**config.mk**
```make
export PLATFORM = sky130hd
export DESIGN_NAME = tis_cmd_sender
export DESIGN_NICKNAME = d
export VERILOG_FILES = /design/src/rtl/tis_tx_pkg.sv /design/src/rtl/tis_poll_ctl.sv /design/src/rtl/tis_tx_counts.sv /design/src/rtl/tis_cmd_sender.sv
export SDC_FILE = /design/constraint.sdc
export NUM_CORES = 1
export LEC_CHECK = 0
export BUFFER_PORTS_ARGS = -buffer_cell sky130_fd_sc_hd__buf_2
export CAP_MARGIN = 40
export CORE_MARGIN = 1.5
export CORE_UTILIZATION = 35
export DETAILED_ROUTE_END_ITERATION = 8
export GPL_TIMING_DRIVEN = 0
export HOLD_SLACK_MARGIN = 0.02
export PLACE_DENSITY = 0.51
export SYNTH_ARGS = -nofsm -noshare
export SYNTH_HDL_FRONTEND = slang
export SYNTH_SLANG_ARGS = --single-unit
```
**constraint.sdc**
```tcl
create_clock -name clk -period 5.5 [get_ports clk]
set_input_delay 1.65 -clock clk [delete_from_list [all_inputs] [get_ports clk]]
set_output_delay 1.65 -clock clk [all_outputs]
set_load 0.05 [all_outputs]
```
**src/rtl/tis_tx_pkg.sv**
```systemverilog
`timescale 1ns/1ps
package tis_tx_pkg;

    localparam int BURST_W   = 16;
    localparam int STS_OFS   = 'h018;
    localparam int FIFO_OFS  = 'h024;
    localparam int BIT_VALID = 7;
    localparam int BIT_READY = 6;
    localparam int BIT_GO    = 5;
    localparam int BIT_EXP   = 3;
    localparam int BURST_LSB = 8;

    typedef enum logic [1:0] {
        ERR_NONE    = 2'd0,
        ERR_TIMEOUT = 2'd1,
        ERR_PROTO   = 2'd2
    } err_e;

    typedef enum logic [3:0] {
        S_IDLE,
        S_RDY_RD,
        S_BST_RD,
        S_CHUNK,
        S_VAL_RD,
        S_LAST_WR,
        S_FIN_RD,
        S_GO,
        S_WAIT
    } st_e;

    typedef struct packed {
        logic               valid;
        logic               ready;
        logic               expect_more;
        logic [BURST_W-1:0] burst;
    } sts_t;

    function automatic sts_t decode_sts(input logic [31:0] w);
        sts_t s;
        s.valid       = w[BIT_VALID];
        s.ready       = w[BIT_READY];
        s.expect_more = w[BIT_EXP];
        s.burst       = w[BURST_LSB +: BURST_W];
        return s;
    endfunction

endpackage

```
**src/rtl/tis_poll_ctl.sv**
```systemverilog
`timescale 1ns/1ps
module tis_poll_ctl #(
    parameter int TICK_CYCLES   = 200,
    parameter int TIMEOUT_POLLS = 1000000
) (
    input  logic clk,
    input  logic rst,
    input  logic clr,
    input  logic fail,
    input  logic arm,
    output logic tick,
    output logic last
);
    localparam int TCW = $clog2(TICK_CYCLES + 1);
    localparam int PCW = $clog2(TIMEOUT_POLLS + 1);

    logic [PCW-1:0] n_fail;
    logic [TCW-1:0] dly;
    logic           run;

    always_ff @(posedge clk) begin
        if (rst) begin
            n_fail <= '0;
            dly    <= '0;
            run    <= 1'b0;
        end else begin
            if (clr)
                n_fail <= '0;
            else if (fail)
                n_fail <= n_fail + 1'b1;

            if (fail || arm) begin
                dly <= TCW'(TICK_CYCLES - 1);
                run <= 1'b1;
            end else if (run) begin
                if (dly == '0)
                    run <= 1'b0;
                else
                    dly <= dly - 1'b1;
            end
        end
    end

    assign tick = run && (dly == '0);
    assign last = (n_fail == PCW'(TIMEOUT_POLLS - 1));


    poll_range_chk: assert property (@(posedge clk) disable iff (rst)
        n_fail < PCW'(TIMEOUT_POLLS));

endmodule

```
**src/rtl/tis_tx_counts.sv**
```systemverilog
`timescale 1ns/1ps
module tis_tx_counts
    import tis_tx_pkg::*;
#(
    parameter int LEN_W = 16,
    parameter int CW    = (LEN_W > BURST_W) ? LEN_W : BURST_W
) (
    input  logic               clk,
    input  logic               rst,
    input  logic               load_len,
    input  logic [LEN_W-1:0]   len,
    input  logic               load_chunk,
    input  logic [BURST_W-1:0] burst,
    input  logic               dec,
    output logic [LEN_W-1:0]   rem,
    output logic [CW-1:0]      chunk_left,
    output logic               rem_one
);
    logic [CW-1:0] room;
    logic [CW-1:0] burst_x;
    logic [CW-1:0] chunk_n;

    always_comb begin
        room    = CW'(rem) - CW'(1);
        burst_x = CW'(burst);
        chunk_n = (burst_x < room) ? burst_x : room;
    end

    always_ff @(posedge clk) begin
        if (rst) begin
            rem        <= '0;
            chunk_left <= '0;
        end else begin
            if (load_len)
                rem <= len;
            else if (dec)
                rem <= rem - 1'b1;

            if (load_chunk)
                chunk_left <= chunk_n;
            else if (dec && chunk_left != '0)
                chunk_left <= chunk_left - 1'b1;
        end
    end

    assign rem_one = (rem == LEN_W'(1));


    chunk_bound_chk: assert property (@(posedge clk) disable iff (rst)
        (chunk_left == '0) || (CW'(rem) > chunk_left));

endmodule

```
**src/rtl/tis_cmd_sender.sv**
```systemverilog
`timescale 1ns/1ps
module tis_cmd_sender
    import tis_tx_pkg::*;
#(
    parameter int LEN_W         = 16,
    parameter int ADDR_W        = 12,
    parameter int TICK_CYCLES   = 200,
    parameter int TIMEOUT_POLLS = 1000000
) (
    input  logic              clk,
    input  logic              rst,
    input  logic              start,
    input  logic [LEN_W-1:0]  cmd_len,
    input  logic              src_valid,
    input  logic [7:0]        src_data,
    output logic              src_pop,
    output logic              reg_req,
    output logic              reg_we,
    output logic [ADDR_W-1:0] reg_addr,
    output logic [31:0]       reg_wdata,
    input  logic              reg_ack,
    input  logic [31:0]       reg_rdata,
    output logic              busy,
    output logic              done,
    output logic [1:0]        err_code
);
    localparam int CW = (LEN_W > BURST_W) ? LEN_W : BURST_W;
    localparam logic [ADDR_W-1:0] A_STS  = ADDR_W'(STS_OFS);
    localparam logic [ADDR_W-1:0] A_FIFO = ADDR_W'(FIFO_OFS);
    localparam logic [31:0]       GO_WORD = 32'(1) << BIT_GO;

    st_e  state_q, state_n, ret_q, ret_n;
    err_e err_q, err_n;
    logic req_q, req_n, we_q, we_n, pop_n, done_q, done_n;
    logic [ADDR_W-1:0] addr_q, addr_n;
    logic [31:0]       wdata_q, wdata_n;

    logic load_len, load_chunk, cnt_dec;
    logic p_clr, p_fail, p_arm, p_tick, p_last;
    logic [LEN_W-1:0] rem;
    logic [CW-1:0]    chunk_left;
    logic             rem_one;
    logic             ack_hit;
    sts_t             sts;

    tis_poll_ctl #(.TICK_CYCLES(TICK_CYCLES), .TIMEOUT_POLLS(TIMEOUT_POLLS)) poll_i (
        .clk(clk), .rst(rst), .clr(p_clr), .fail(p_fail), .arm(p_arm),
        .tick(p_tick), .last(p_last)
    );

    tis_tx_counts #(.LEN_W(LEN_W), .CW(CW)) cnt_i (
        .clk(clk), .rst(rst), .load_len(load_len), .len(cmd_len),
        .load_chunk(load_chunk), .burst(sts.burst), .dec(cnt_dec),
        .rem(rem), .chunk_left(chunk_left), .rem_one(rem_one)
    );

    assign ack_hit = req_q && reg_ack;
    assign sts     = decode_sts(reg_rdata);

    always_comb begin
        state_n = state_q;  ret_n  = ret_q;   err_n   = err_q;
        req_n   = req_q;    we_n   = we_q;    addr_n  = addr_q;
        wdata_n = wdata_q;  pop_n  = 1'b0;    done_n  = 1'b0;
        load_len = 1'b0; load_chunk = 1'b0; cnt_dec = 1'b0;
        p_clr = 1'b0; p_fail = 1'b0; p_arm = 1'b0;

        // any status-read state: issue the read when the port is free
        if ((state_q == S_RDY_RD || state_q == S_BST_RD ||
             state_q == S_VAL_RD || state_q == S_FIN_RD) && !req_q) begin
            req_n = 1'b1; we_n = 1'b0; addr_n = A_STS;
        end
        if (ack_hit)
            req_n = 1'b0;

        unique case (state_q)
            S_IDLE: begin
                if (start) begin
                    err_n = ERR_NONE;
                    if (cmd_len == '0) begin
                        done_n = 1'b1; err_n = ERR_PROTO;
                    end else begin
                        load_len = 1'b1; p_clr = 1'b1; state_n = S_RDY_RD;
                    end
                end
            end
            S_RDY_RD, S_BST_RD, S_VAL_RD, S_FIN_RD: begin
                if (ack_hit) begin
                    logic good;
                    unique case (state_q)
                        S_RDY_RD: good = sts.ready;
                        S_BST_RD: good = (sts.burst != '0);
                        default:  good = sts.valid;
                    endcase
                    if (!good) begin
                        if (p_last) begin
                            state_n = S_IDLE; done_n = 1'b1; err_n = ERR_TIMEOUT;
                        end else begin
                            p_fail = 1'b1; ret_n = state_q; state_n = S_WAIT;
                        end
                    end else if (state_q == S_FIN_RD) begin
                        if (sts.expect_more) begin
                            state_n = S_IDLE; done_n = 1'b1; err_n = ERR_PROTO;
                        end else begin
                            state_n = S_GO;
                        end
                    end else if (state_q == S_VAL_RD && !sts.expect_more) begin
                        state_n = S_IDLE; done_n = 1'b1; err_n = ERR_PROTO;
                    end else if (state_q == S_VAL_RD && rem_one && sts.burst != '0) begin
                        state_n = S_LAST_WR;
                    end else if (sts.burst == '0) begin
                        p_clr = 1'b1; p_arm = 1'b1; ret_n = S_BST_RD; state_n = S_WAIT;
                    end else begin
                        load_chunk = 1'b1; state_n = S_CHUNK;
                    end
                end
            end
            S_CHUNK: begin
                if (req_q) begin
                    if (reg_ack) cnt_dec = 1'b1;
                end else if (chunk_left == '0) begin
                    p_clr = 1'b1; state_n = S_VAL_RD;
                end else if (src_valid) begin
                    req_n = 1'b1; we_n = 1'b1; addr_n = A_FIFO;
                    wdata_n = {24'd0, src_data}; pop_n = 1'b1;
                end
            end
            S_LAST_WR: begin
                if (req_q) begin
                    if (reg_ack) begin
                        cnt_dec = 1'b1; p_clr = 1'b1; state_n = S_FIN_RD;
                    end
                end else if (src_valid) begin
                    req_n = 1'b1; we_n = 1'b1; addr_n = A_FIFO;
                    wdata_n = {24'd0, src_data}; pop_n = 1'b1;
                end
            end
            S_GO: begin
                if (req_q) begin
                    if (reg_ack) begin
                        state_n = S_IDLE; done_n = 1'b1; err_n = ERR_NONE;
                    end
                end else begin
                    req_n = 1'b1; we_n = 1'b1; addr_n = A_STS; wdata_n = GO_WORD;
                end
            end
            S_WAIT: begin
                if (p_tick) state_n = ret_q;
            end
            default: state_n = S_IDLE;
        endcase
    end

    always_ff @(posedge clk) begin
        if (rst) begin
            state_q <= S_IDLE;  ret_q   <= S_IDLE;  err_q  <= ERR_NONE;
            req_q   <= 1'b0;    we_q    <= 1'b0;    addr_q <= '0;
            wdata_q <= '0;      src_pop <= 1'b0;    done_q <= 1'b0;
        end else begin
            state_q <= state_n; ret_q   <= ret_n;   err_q  <= err_n;
            req_q   <= req_n;   we_q    <= we_n;    addr_q <= addr_n;
            wdata_q <= wdata_n; src_pop <= pop_n;   done_q <= done_n;
        end
    end

    assign reg_req   = req_q;
    assign reg_we    = we_q;
    assign reg_addr  = addr_q;
    assign reg_wdata = wdata_q;
    assign busy      = (state_q != S_IDLE);
    assign done      = done_q;
    assign err_code  = err_q;


    req_hold_chk: assert property (@(posedge clk) disable iff (rst)
        (reg_req && !reg_ack) |=> (reg_req && $stable(reg_addr) &&
                                   $stable(reg_we) && $stable(reg_wdata)));

    zero_len_chk: assert property (@(posedge clk) disable iff (rst)
        (!busy && start && cmd_len == '0) |=> (done && err_code == 2'd2 && !reg_req));

    go_last_chk: assert property (@(posedge clk) disable iff (rst)
        (reg_req && reg_we && reg_addr == A_STS) |-> (rem == '0));

    fifo_budget_chk: assert property (@(posedge clk) disable iff (rst)
        (reg_req && reg_we && reg_addr == A_FIFO) |->
        ((state_q == S_CHUNK && chunk_left != '0) || state_q == S_LAST_WR));

    pop_chk: assert property (@(posedge clk) disable iff (rst)
        src_pop |-> (reg_req && reg_we && reg_addr == A_FIFO));

    done_pulse_chk: assert property (@(posedge clk) disable iff (rst)
        done |=> !done);

endmodule

```
==> impl_metrics.toml, run 1 <==
[run_status]
outcome = "complete, no violations"

[detailed_routing]
routedWlPerCell_um = 16.9
drc = 0
ant_nets = 0
avgViaCountPerCell = 5.51
wl_um = 18100
vias = 5924
first_pass_iters = 6
drtIter0Drc = 522

[worst_setup_path]
worstPathRequired_ns = 5.77
crit_path_max_fanout = 10
crit_buf_inv = 3
path_class = "flip-flop to flip-flop"
critical-path-max-stage-delay_ns = 0.64
crit_chain = "inv_1, ha_1, or4b_2, and4bb_2, xnor2_1, ha_1, nand4_1, a211oi_1, a22o_1, or2_2, clkbuf_1, clkbuf_1, o21ai_0, o22ai_1"
worst-endpoint-arrival_ns = 4.42
r2r_start = "cnt_i.rem[0]"
r2r_end = "cnt_i.chunk_left[1]"
rrSetupSlack_ns = 1.36
cp_top_family = "simple AND/OR/NAND/NOR gates"
ff2ff_path_depth = 14
cp-start-kind = "flip-flop"
cp_slowest_cell = "or4b_2"
endpoint_kind = "flip-flop"

[floorplanning]
die-area_sq_mm = 0.0181
die_w_um = 134
num_io_pins = 112
coreArea_sq_mm = 0.0167
core.rowCount = 47
start_util = 0.362
die_h_um = 134

[grt]
antenna_found_initial = 0
grt_pass1_vias = 5345
grt_max_degree = 17
grt_pass1_wl_um = 28700
grt_usage = 0.201
grt_overflow = 0

[power]
power.density_mw_per_mm2 = 497
ir_drop_uv = 198
power_mw = 3.52
power.leakage_nw = 2.81

[hold_path]
hp-class = "flip-flop to flip-flop"
holdPathEnd = "reg_addr[0]"
hold_start = "reg_addr[0]"
min_path_cells = 1

[final_layout]
antenna_cells = 0
fillCellCount = 1720
nNetsFinal = 932
area_delta_synth_final_pct = 17.3
drive_above_1_share = 0.193

[yosys]
synth_edf_count = 0
ys_seq_area_frac = 0.315
synthesis.area_sq_mm = 0.00604
synthDistinctLibCells = 75
synth_warnings = 0
syn_avg_cell_area_sq_um = 8.15
synthArstFlopShare = 0
syn-instance-count = 742
ys_ff_latch = 95
ys.flop_type = "dfxtp_1"

[run]
cap_violations = 0

[clock_tree]
hold_buffers = 0
clock-sinks = 95
post_cts_buffers = 0
cts_made_buffers = 9
h-tree-depth = 3
root_buffer = "clkbuf_16"
cts_tree = "done"
cts_resized = 0
cts.reportedPaths.clkPinSlew_ns = 0.07
clock_latency_ns = 0.36
clk_path_buf_depth = 2

[sta]
tightest_slew_ns = 0.805
timing_hold_violations_final = 0
fin_tns_setup_ns = 0
setup_ws_ns = 1.36
holdWs_ns = 0.457
setup_viol = 0
period_needed_ns = 4.14
rsz0062_at_grt = "no"
finalMaxSlewViolations = 0
min_period_over_period = 0.754
max_freq_ghz = 0.241
fin_skew_ns = 0.0105
maxSlewHeadroom = 0.457

[placed_design]
portBuffers = 74
place_hpwl_um = 14000
gp_routability_congestion = 0.905
dp_slack_ns = 1.43
## stage by stage
step,area [sq um],instances,utilization
after global placement,6780,1059,0.406
after CTS,7090,1075,0.425
after detailed placement,6780,1059,0.406
final,7090,1075,0.425
after global routing,7090,1075,0.425
after floorplan,6130,765,-
## kinds of logic (layout without fill, tap and decap cells)
group / after synthesis / count (layout) / synth area share
AOI/OAI and AO/OA: 178 / 178 / 0.195
xor gates and xnor gates: 46 / 46 / 0.0667
adders and majority gates: 21 / 21 / 0.0435
buffers and inverters: 80 / 170 / 0.0751
DFF: 95 / 95 / 0.315
muxes: 9 / 9 / 0.0151
other: 1 / 24 / 0.000620
and+or+nand+nor: 312 / 312 / 0.289
## worst register-to-register path, cell delays in order, from the launching register on
cell      delay [ns]
dfxtp_1         0.40
inv_1           0.09
ha_1            0.27
or4b_2          0.64
and4bb_2        0.33
xnor2_1         0.14
ha_1            0.32
nand4_1         0.20
a211oi_1        0.24
a22o_1          0.34
or2_2           0.17
clkbuf_1        0.22
clkbuf_1        0.36
o21ai_0         0.19
o22ai_1         0.16
## registers in the layout, summed over array words and instances (netlist names), 2 cells and up
| name | count |
|---|---|
| cnt_i.chunk_left | 16 |
| cnt_i.rem | 16 |
| err_code | 2 |
| poll_i.dly | 8 |
| poll_i.n_fail | 20 |
| reg_addr | 12 |
| reg_wdata | 8 |
| ret_q | 4 |
| state_q | 4 |
## how the worst max path moves through the flow
stage | start | endpoint | slack [ns] | cells after the start
2_1_floorplan | reg_rdata[15] | cnt_i.chunk_left[5] | 2.08 | 9
3_3_place_gp | cmd_len[11] | cnt_i.rem[13] | 1.41 | 7
3_5_place_dp | cmd_len[8] | cnt_i.rem[14] | 1.43 | 7
4_1_cts | cnt_i.rem[0] | cnt_i.chunk_left[4] | 1.43 | 14
5_1_grt | cnt_i.rem[0] | cnt_i.chunk_left[4] | 1.08 | 14
6_report | cnt_i.rem[0] | cnt_i.chunk_left[1] | 1.36 | 14
## routing by layer
metal,GRT usage,wire (um)
met1,0.271,8370
met5,0,0
met2,0.327,8360
met3,0.0389,1080
met4,0.0585,340
## cells in the final DEF, fill, tap and decap left out, types with 20 or more instances in the layout
cell type / Yosys / routed
a21oi_1: 53 / 53
buf_2: 9 / 83
buf_4: 30 / 30
conb_1: 1 / 24
dfxtp_1: 95 / 95
ha_1: 21 / 21
inv_1: 20 / 20
nand2_1: 48 / 48
nor2_1: 73 / 73
nor3_1: 39 / 39
o21ai_0: 35 / 35
xnor2_1: 34 / 34
## Yosys cell counts (8+ instances only)
| master | count | share of area |
|---|---|---|
| inv_1 | 20 | 0.012 |
| o21a_1 | 9 | 0.011 |
| nand3_1 | 18 | 0.015 |
| buf_4 | 30 | 0.037 |
| nand4_1 | 19 | 0.020 |
| and3_1 | 10 | 0.010 |
| mux2i_1 | 8 | 0.013 |
| nand2_1 | 48 | 0.030 |
| xnor2_1 | 34 | 0.049 |
| o211ai_1 | 13 | 0.016 |
| nand2b_1 | 18 | 0.019 |
| xor2_1 | 12 | 0.017 |
| a221oi_1 | 11 | 0.016 |
| nor4_1 | 14 | 0.014 |
| dfxtp_1 | 95 | 0.31 |
| clkbuf_1 | 17 | 0.011 |
| ha_1 | 21 | 0.043 |
| buf_2 | 9 | 0.0075 |
| or3_1 | 8 | 0.0083 |
| and2_1 | 13 | 0.013 |
| a31oi_1 | 13 | 0.013 |
| nor2_1 | 73 | 0.045 |
| a21oi_1 | 53 | 0.044 |
| nor3_1 | 39 | 0.032 |
| o21ai_0 | 35 | 0.029 |
## power by group
group | switching, mW | internal, mW
Sequential | 0.0923 | 0.785
Clock | 0.287 | 0.382
Combinational | 1.29 | 0.687
## layout make-up
cell class | count | area, sq um | area share
multi-input cells | 590 | 3770 | 0.532
flip-flops and latches | 95 | 1900 | 0.268
plain buffers | 60 | 379 | 0.0534
repair buffers | 74 | 370 | 0.0522
well taps | 220 | 275 | 0.0388
clock buffers | 11 | 253 | 0.0356
inverters | 20 | 75.1 | 0.0106
clock inverters | 5 | 63.8 | 0.00900
No activity file was read; power rests on OpenSTA's default activity.
==> inputs of run 2 (changes only) <==
--- a/config.mk
+++ b/config.mk
@@ -12,7 +12,7 @@
 export DETAILED_ROUTE_END_ITERATION = 8
 export GPL_TIMING_DRIVEN = 0
 export HOLD_SLACK_MARGIN = 0.02
-export PLACE_DENSITY = 0.51
+export PLACE_DENSITY = 0.53
 export SYNTH_ARGS = -nofsm -noshare
 export SYNTH_HDL_FRONTEND = slang
 export SYNTH_SLANG_ARGS = --single-unit
==> constraint.sdc (replaced) <==
create_clock -name clk -period 3.43 [get_ports clk]
set_input_delay 1.029 -clock clk [delete_from_list [all_inputs] [get_ports clk]]
set_output_delay 1.029 -clock clk [all_outputs]
set_load 0.05 [all_outputs]
==> run 2 against run 1 <==
  * Sequential power rose by 61%
  * Register-to-register slack got worse by 1.2 ns
  * Power rose by 61%
  * Global-route usage barely moved
  * Count of clock-buffer cells in the layout fell by 2
  * Routed wire length fell by 2.4%
  * First-iteration DRC count fell by 19%
  * Non-clock buffer count rose by 6
  * Core utilization rose by 0.69 points
  * Clock skew fell by 0.0037 ns
  * Critical endpoint is now cnt_i.chunk_left[7]
==> impl_metrics.toml, run 2 (synthesized netlist as in run 1, its figures left out) <==
[placed_design]
dp_slack_ns = -0.683
place_hpwl_um = 13400
place_inst = 1059
dpl_cell_area_sq_mm = 0.00678
portBuffers = 74
gp_routability_congestion = 0.897

[worst_setup_path]
path_class = "flip-flop to flip-flop"
rrSetupSlack_ns = 0.15
r2r_end = "cnt_i.chunk_left[7]"
ff2ff_path_depth = 13
worst-endpoint-arrival_ns = 3.51
cp-start-kind = "flip-flop"
crit_path_max_fanout = 10
worstPathRequired_ns = 3.65
r2r_start = "cnt_i.rem[1]"
endpoint_kind = "flip-flop"

[final_layout]
finalInstanceArea_sq_mm = 0.00721
fin_util = 0.432
fillCellCount = 1753
area_delta_synth_final_pct = 19.3
regMostFlops = "poll_i.n_fail"
antenna_cells = 0
seq_area_sq_mm = 0.00191
multiInputGateArea_sq_mm = 0.00387
largest_reg_flops = 20
drive_above_1_share = 0.219
layout_common_cells = "dfxtp_1 (93), buf_2 (83), nor2_1 (71), a21oi_1 (53), nand2_1 (48)"
largestRegisters = "poll_i.n_fail x20, cnt_i.chunk_left x16, cnt_i.rem x16"
fin_cells = 1080
final_common_cell = "dfxtp_1"
nNetsFinal = 938

[detailed_routing]
routedWlPerCell_um = 16.4
wl_um = 17700
avgViaCountPerCell = 5.33
drc = 0
drtIter0Drc = 422
first_pass_iters = 5
ant_nets = 0
vias = 5759

[clock_tree]
cts.reportedPaths.clkPinSlew_ns = 0.07
clk_path_buf_depth = 2
hold_buffers = 0
root_buffer = "clkbuf_16"
cts_tree = "done"
clock_latency_ns = 0.36
clock-sinks = 95
h-tree-depth = 3
cts_made_buffers = 9

[floorplanning]
coreArea_sq_mm = 0.0167
die_w_um = 134
core.rowCount = 47
die_h_um = 134
num_io_pins = 112
start_util = 0.362
die-area_sq_mm = 0.0181

[grt]
grt_overflow = 0
grt_pass1_wl_um = 28700
grt_usage = 0.201
grt_pass1_vias = 5368
antenna_found_initial = 0
grt_max_degree = 17

[sta]
min_period_over_period = 0.958
rsz0062_at_grt = "no"
period_needed_ns = 3.28
max_freq_ghz = 0.304
fin_tns_setup_ns = 0
timing_hold_violations_final = 0
tightest_slew_ns = 0.876
finalMaxSlewViolations = 0
setup_viol = 0
holdWs_ns = 0.452
fin_skew_ns = 0.00673
setup_ws_ns = 0.146
maxSlewHeadroom = 0.408

[power]
ir_drop_uv = 313
power_mw = 5.68
power.leakage_nw = 2.86
power.density_mw_per_mm2 = 787

[hold_path]
hp-class = "flip-flop to flip-flop"
hold_start = "reg_addr[11]"
min_path_cells = 1
holdPathEnd = "reg_addr[11]"

[run_status]
outcome = "complete, no violations"

[run]
cap_violations = 0
## run 2: layout make-up
class | count | area share
Clock buffer | 9 | 0.0312
Tap cell | 220 | 0.0382
Sequential cell | 95 | 0.265
Multi-Input combinational cell | 590 | 0.537
Inverter | 20 | 0.0104
Timing Repair Buffer | 81 | 0.0587
Buffer | 59 | 0.0538
Clock inverter | 6 | 0.00642
## run 2: worst max path at each step
stage / startpoint / to / slack, ns
floorplan: cnt_i.rem[0] / cnt_i.chunk_left[5] / 0.07
global placement: cnt_i.rem[0] / cnt_i.chunk_left[6] / -0.72
detailed placement: cnt_i.rem[0] / cnt_i.chunk_left[4] / -0.68
CTS: cnt_i.rem[0] / cnt_i.chunk_left[14] / 0.002
global route: cnt_i.rem[1] / cnt_i.chunk_left[7] / 0.03
finish: cnt_i.rem[1] / cnt_i.chunk_left[7] / 0.15
## run 2: layer usage
layer	GRT usage	wire length, um
met2	0.317	8100
met3	0.0325	779
met4	0.0735	378
met5	0	0
met1	0.277	8460
## run 2: repair_timing
action                     4_1_cts  5_1_grt
cloned                           0        0
buffers inserted                 0        7
pin swaps                        1       11
gates resized for setup         13       16
setup endpoints to repair       16       14
## run 2: power breakdown
group	total [mW]	internal [mW]	switching (mW)
Combinational	3.30	1.22	2.08
Sequential	1.41	1.26	0.155
Clock	0.965	0.494	0.471
## run 2: worst max-delay path, cell delays in order, from the launching register on
cell	delay (ns)
dfxtp_2	0.34
inv_2	0.08
ha_4	0.14
or4b_4	0.48
and4bb_2	0.38
xnor2_4	0.15
ha_1	0.26
nand4_1	0.18
nor2_2	0.06
a22o_4	0.28
or2_4	0.26
clkbuf_8	0.17
o211ai_1	0.27
a21oi_1	0.11
==> inputs of run 3 (changes only) <==
==> constraint.sdc (replaced) <==
create_clock -name clk -period 2.7 [get_ports clk]
set_input_delay 0.81 -clock clk [delete_from_list [all_inputs] [get_ports clk]]
set_output_delay 0.81 -clock clk [all_outputs]
set_load 0.05 [all_outputs]
==> run 3 against run 2 <==
  * Routed wire length rose by 2.1%
  * Non-clock buffer count rose by 10
  * The flow now finishes with violations (negative setup slack)
  * Setup slack got worse by 0.72 ns
  * Hold slack improved by 0.0055 ns
  * Sequential power rose by 28%
  * Global-route usage barely moved
  * Count of clock-buffer cells in the layout rose by 1
  * Critical endpoint unchanged
  * First-iteration DRC count rose by 13%
  * Flip-flop and latch count did not move
  * Combinational power rose by 46%
  * Largest cell class unchanged
==> impl_metrics.toml, run 3 (synthesized netlist as in run 1, its figures left out) <==
[clock_tree]
h-tree-depth = 3
cts.reportedPaths.clkPinSlew_ns = 0.07
cts_tree = "done"
root_buffer = "clkbuf_16"
clock_latency_ns = 0.36
cts_made_buffers = 9
clk_path_buf_depth = 2
clock-sinks = 95

[grt]
grt_pass1_vias = 5358
grt_max_degree = 17
antenna_found_initial = 0
grt_usage = 0.202
grt_overflow = 0
grt_pass1_wl_um = 28900

[final_layout]
nNetsFinal = 948
fin_cells = 1091
fin_util = 0.448
final_common_cell = "dfxtp_1"
largest_reg_flops = 20
drive_above_1_share = 0.254
layout_common_cells = "dfxtp_1 (93), buf_2 (83), nor2_1 (69), a21oi_1 (51)"
area_delta_synth_final_pct = 23.8
fillCellCount = 1685
antenna_cells = 0
largestRegisters = "poll_i.n_fail x20, cnt_i.chunk_left x16, cnt_i.rem x16"
regMostFlops = "poll_i.n_fail"

[hold_path]
holdPathEnd = "reg_addr[6]"
hp-class = "flip-flop to flip-flop"
hold_start = "reg_addr[6]"
min_path_cells = 1

[power]
combPwrFrac = 0.605
power.density_mw_per_mm2 = 1060
pwr-share-clk = 0.168
ir_drop_uv = 514
pwr-share-seq = 0.226
p_sw_frac = 0.462
p_int_mw = 4.27
power_mw = 7.94
power.leakage_nw = 2.97
switching_power_mw = 3.67

[worst_setup_path]
crit_path_max_fanout = 5
worst-endpoint-arrival_ns = 3.48
worstPathRequired_ns = 2.91
r2r_start = "cnt_i.rem[1]"
path_class = "flip-flop to flip-flop"
rrSetupSlack_ns = -0.57
endpoint_kind = "flip-flop"
cp-start-kind = "flip-flop"
ff2ff_path_depth = 13
r2r_end = "cnt_i.chunk_left[7]"

[sta]
finalMaxSlewViolations = 0
tightest_slew_ns = 0.768
setup_viol = 16
fin_skew_ns = 0.00790
rsz0062_at_grt = "yes"
min_period_over_period = 1.21
max_freq_ghz = 0.306
holdWs_ns = 0.458
timing_hold_violations_final = 0
period_needed_ns = 3.27
setup_ws_ns = -0.571
maxSlewHeadroom = 0.482

[run_status]
outcome = "finished, violations left"
violations = "negative setup slack"

[floorplanning]
die_h_um = 134
die_w_um = 134
num_io_pins = 112
coreArea_sq_mm = 0.0167
start_util = 0.362
core.rowCount = 47
die-area_sq_mm = 0.0181

[placed_design]
place_hpwl_um = 13400
portBuffers = 74
gp_routability_congestion = 0.901
place_inst = 1059
dp_slack_ns = -0.881

[detailed_routing]
vias = 5838
routedWlPerCell_um = 16.6
drtIter0Drc = 478
avgViaCountPerCell = 5.35
drc = 0
ant_nets = 0
wl_um = 18100
first_pass_iters = 5

[run]
cap_violations = 0
## run 3: worst max-delay path by stage
stage	cells past startpoint	end	start	slack, ns
final	13	cnt_i.chunk_left[7]	cnt_i.rem[1]	-0.57
after global routing	13	cnt_i.chunk_left[7]	cnt_i.rem[1]	-0.67
after CTS	13	cnt_i.chunk_left[14]	cnt_i.rem[2]	-0.59
after detailed placement	13	cnt_i.chunk_left[14]	cnt_i.rem[2]	-0.88
after global placement	13	cnt_i.chunk_left[14]	cnt_i.rem[2]	-0.92
after floorplan	14	cnt_i.chunk_left[5]	cnt_i.rem[1]	-0.30
## run 3: power by group through the flow
stage / clock network [mW] / logic [mW] / registers (mW)
floorplan: 0 / 2.99 / 1.91
global placement: 0 / 4.06 / 1.82
detailed placement: 0 / 4.05 / 1.82
CTS: 1.37 / 4.38 / 1.79
global route: 1.42 / 5.24 / 1.82
finish: 1.34 / 4.81 / 1.80
## run 3: area by class of cell
| class | count | area [sq um] | area share |
|---|---|---|---|
| plain buffers | 58 | 399 | 0.0534 |
| well taps | 220 | 275 | 0.0368 |
| clock buffers | 10 | 239 | 0.0319 |
| flip-flops and latches | 95 | 1910 | 0.255 |
| repair buffers | 92 | 512 | 0.0684 |
| clock inverters | 6 | 67.6 | 0.00903 |
| multi-input cells | 590 | 4010 | 0.536 |
| inverters | 20 | 75.1 | 0.0100 |
## run 3: repair_timing
action                     in CTS  in global routing
gates cloned                    1                  0
setup buffers                   8                  9
setup endpoints to repair      40                 72
hold buffers                    0                  0
pin swaps                      11                 19
resized for setup              25                 30
## run 3: critical path, cell delays in order, from the launching register on
cell and delay (ns):
dfxtp_2 0.33, inv_2 0.08, ha_4 0.13, or4b_4 0.48, and4bb_2 0.38, xnor2_4 0.16
ha_4 0.23, nand4_1 0.19, nor2_2 0.07, a22o_4 0.27, or2_4 0.29, clkbuf_16 0.16
o211ai_1 0.24, a21oi_1 0.10
## run 3: layer usage
metal,vias to the layer above,track usage,part of all wire
met5,-,0,0
met4,0,0.0484,0.010
met3,11,0.0408,0.056
met2,174,0.314,0.45
met1,2738,0.285,0.48
li1,2915,-,-
## run 3: stage by stage
stage / instance area [sq um] / setup TNS, ns
floorplan: 6180 / -4.11
global placement: 6830 / -26.47
detailed placement: 6830 / -26.67
CTS: 7310 / -8.11
global route: 7480 / -9.42
finish: 7480 / -8.06
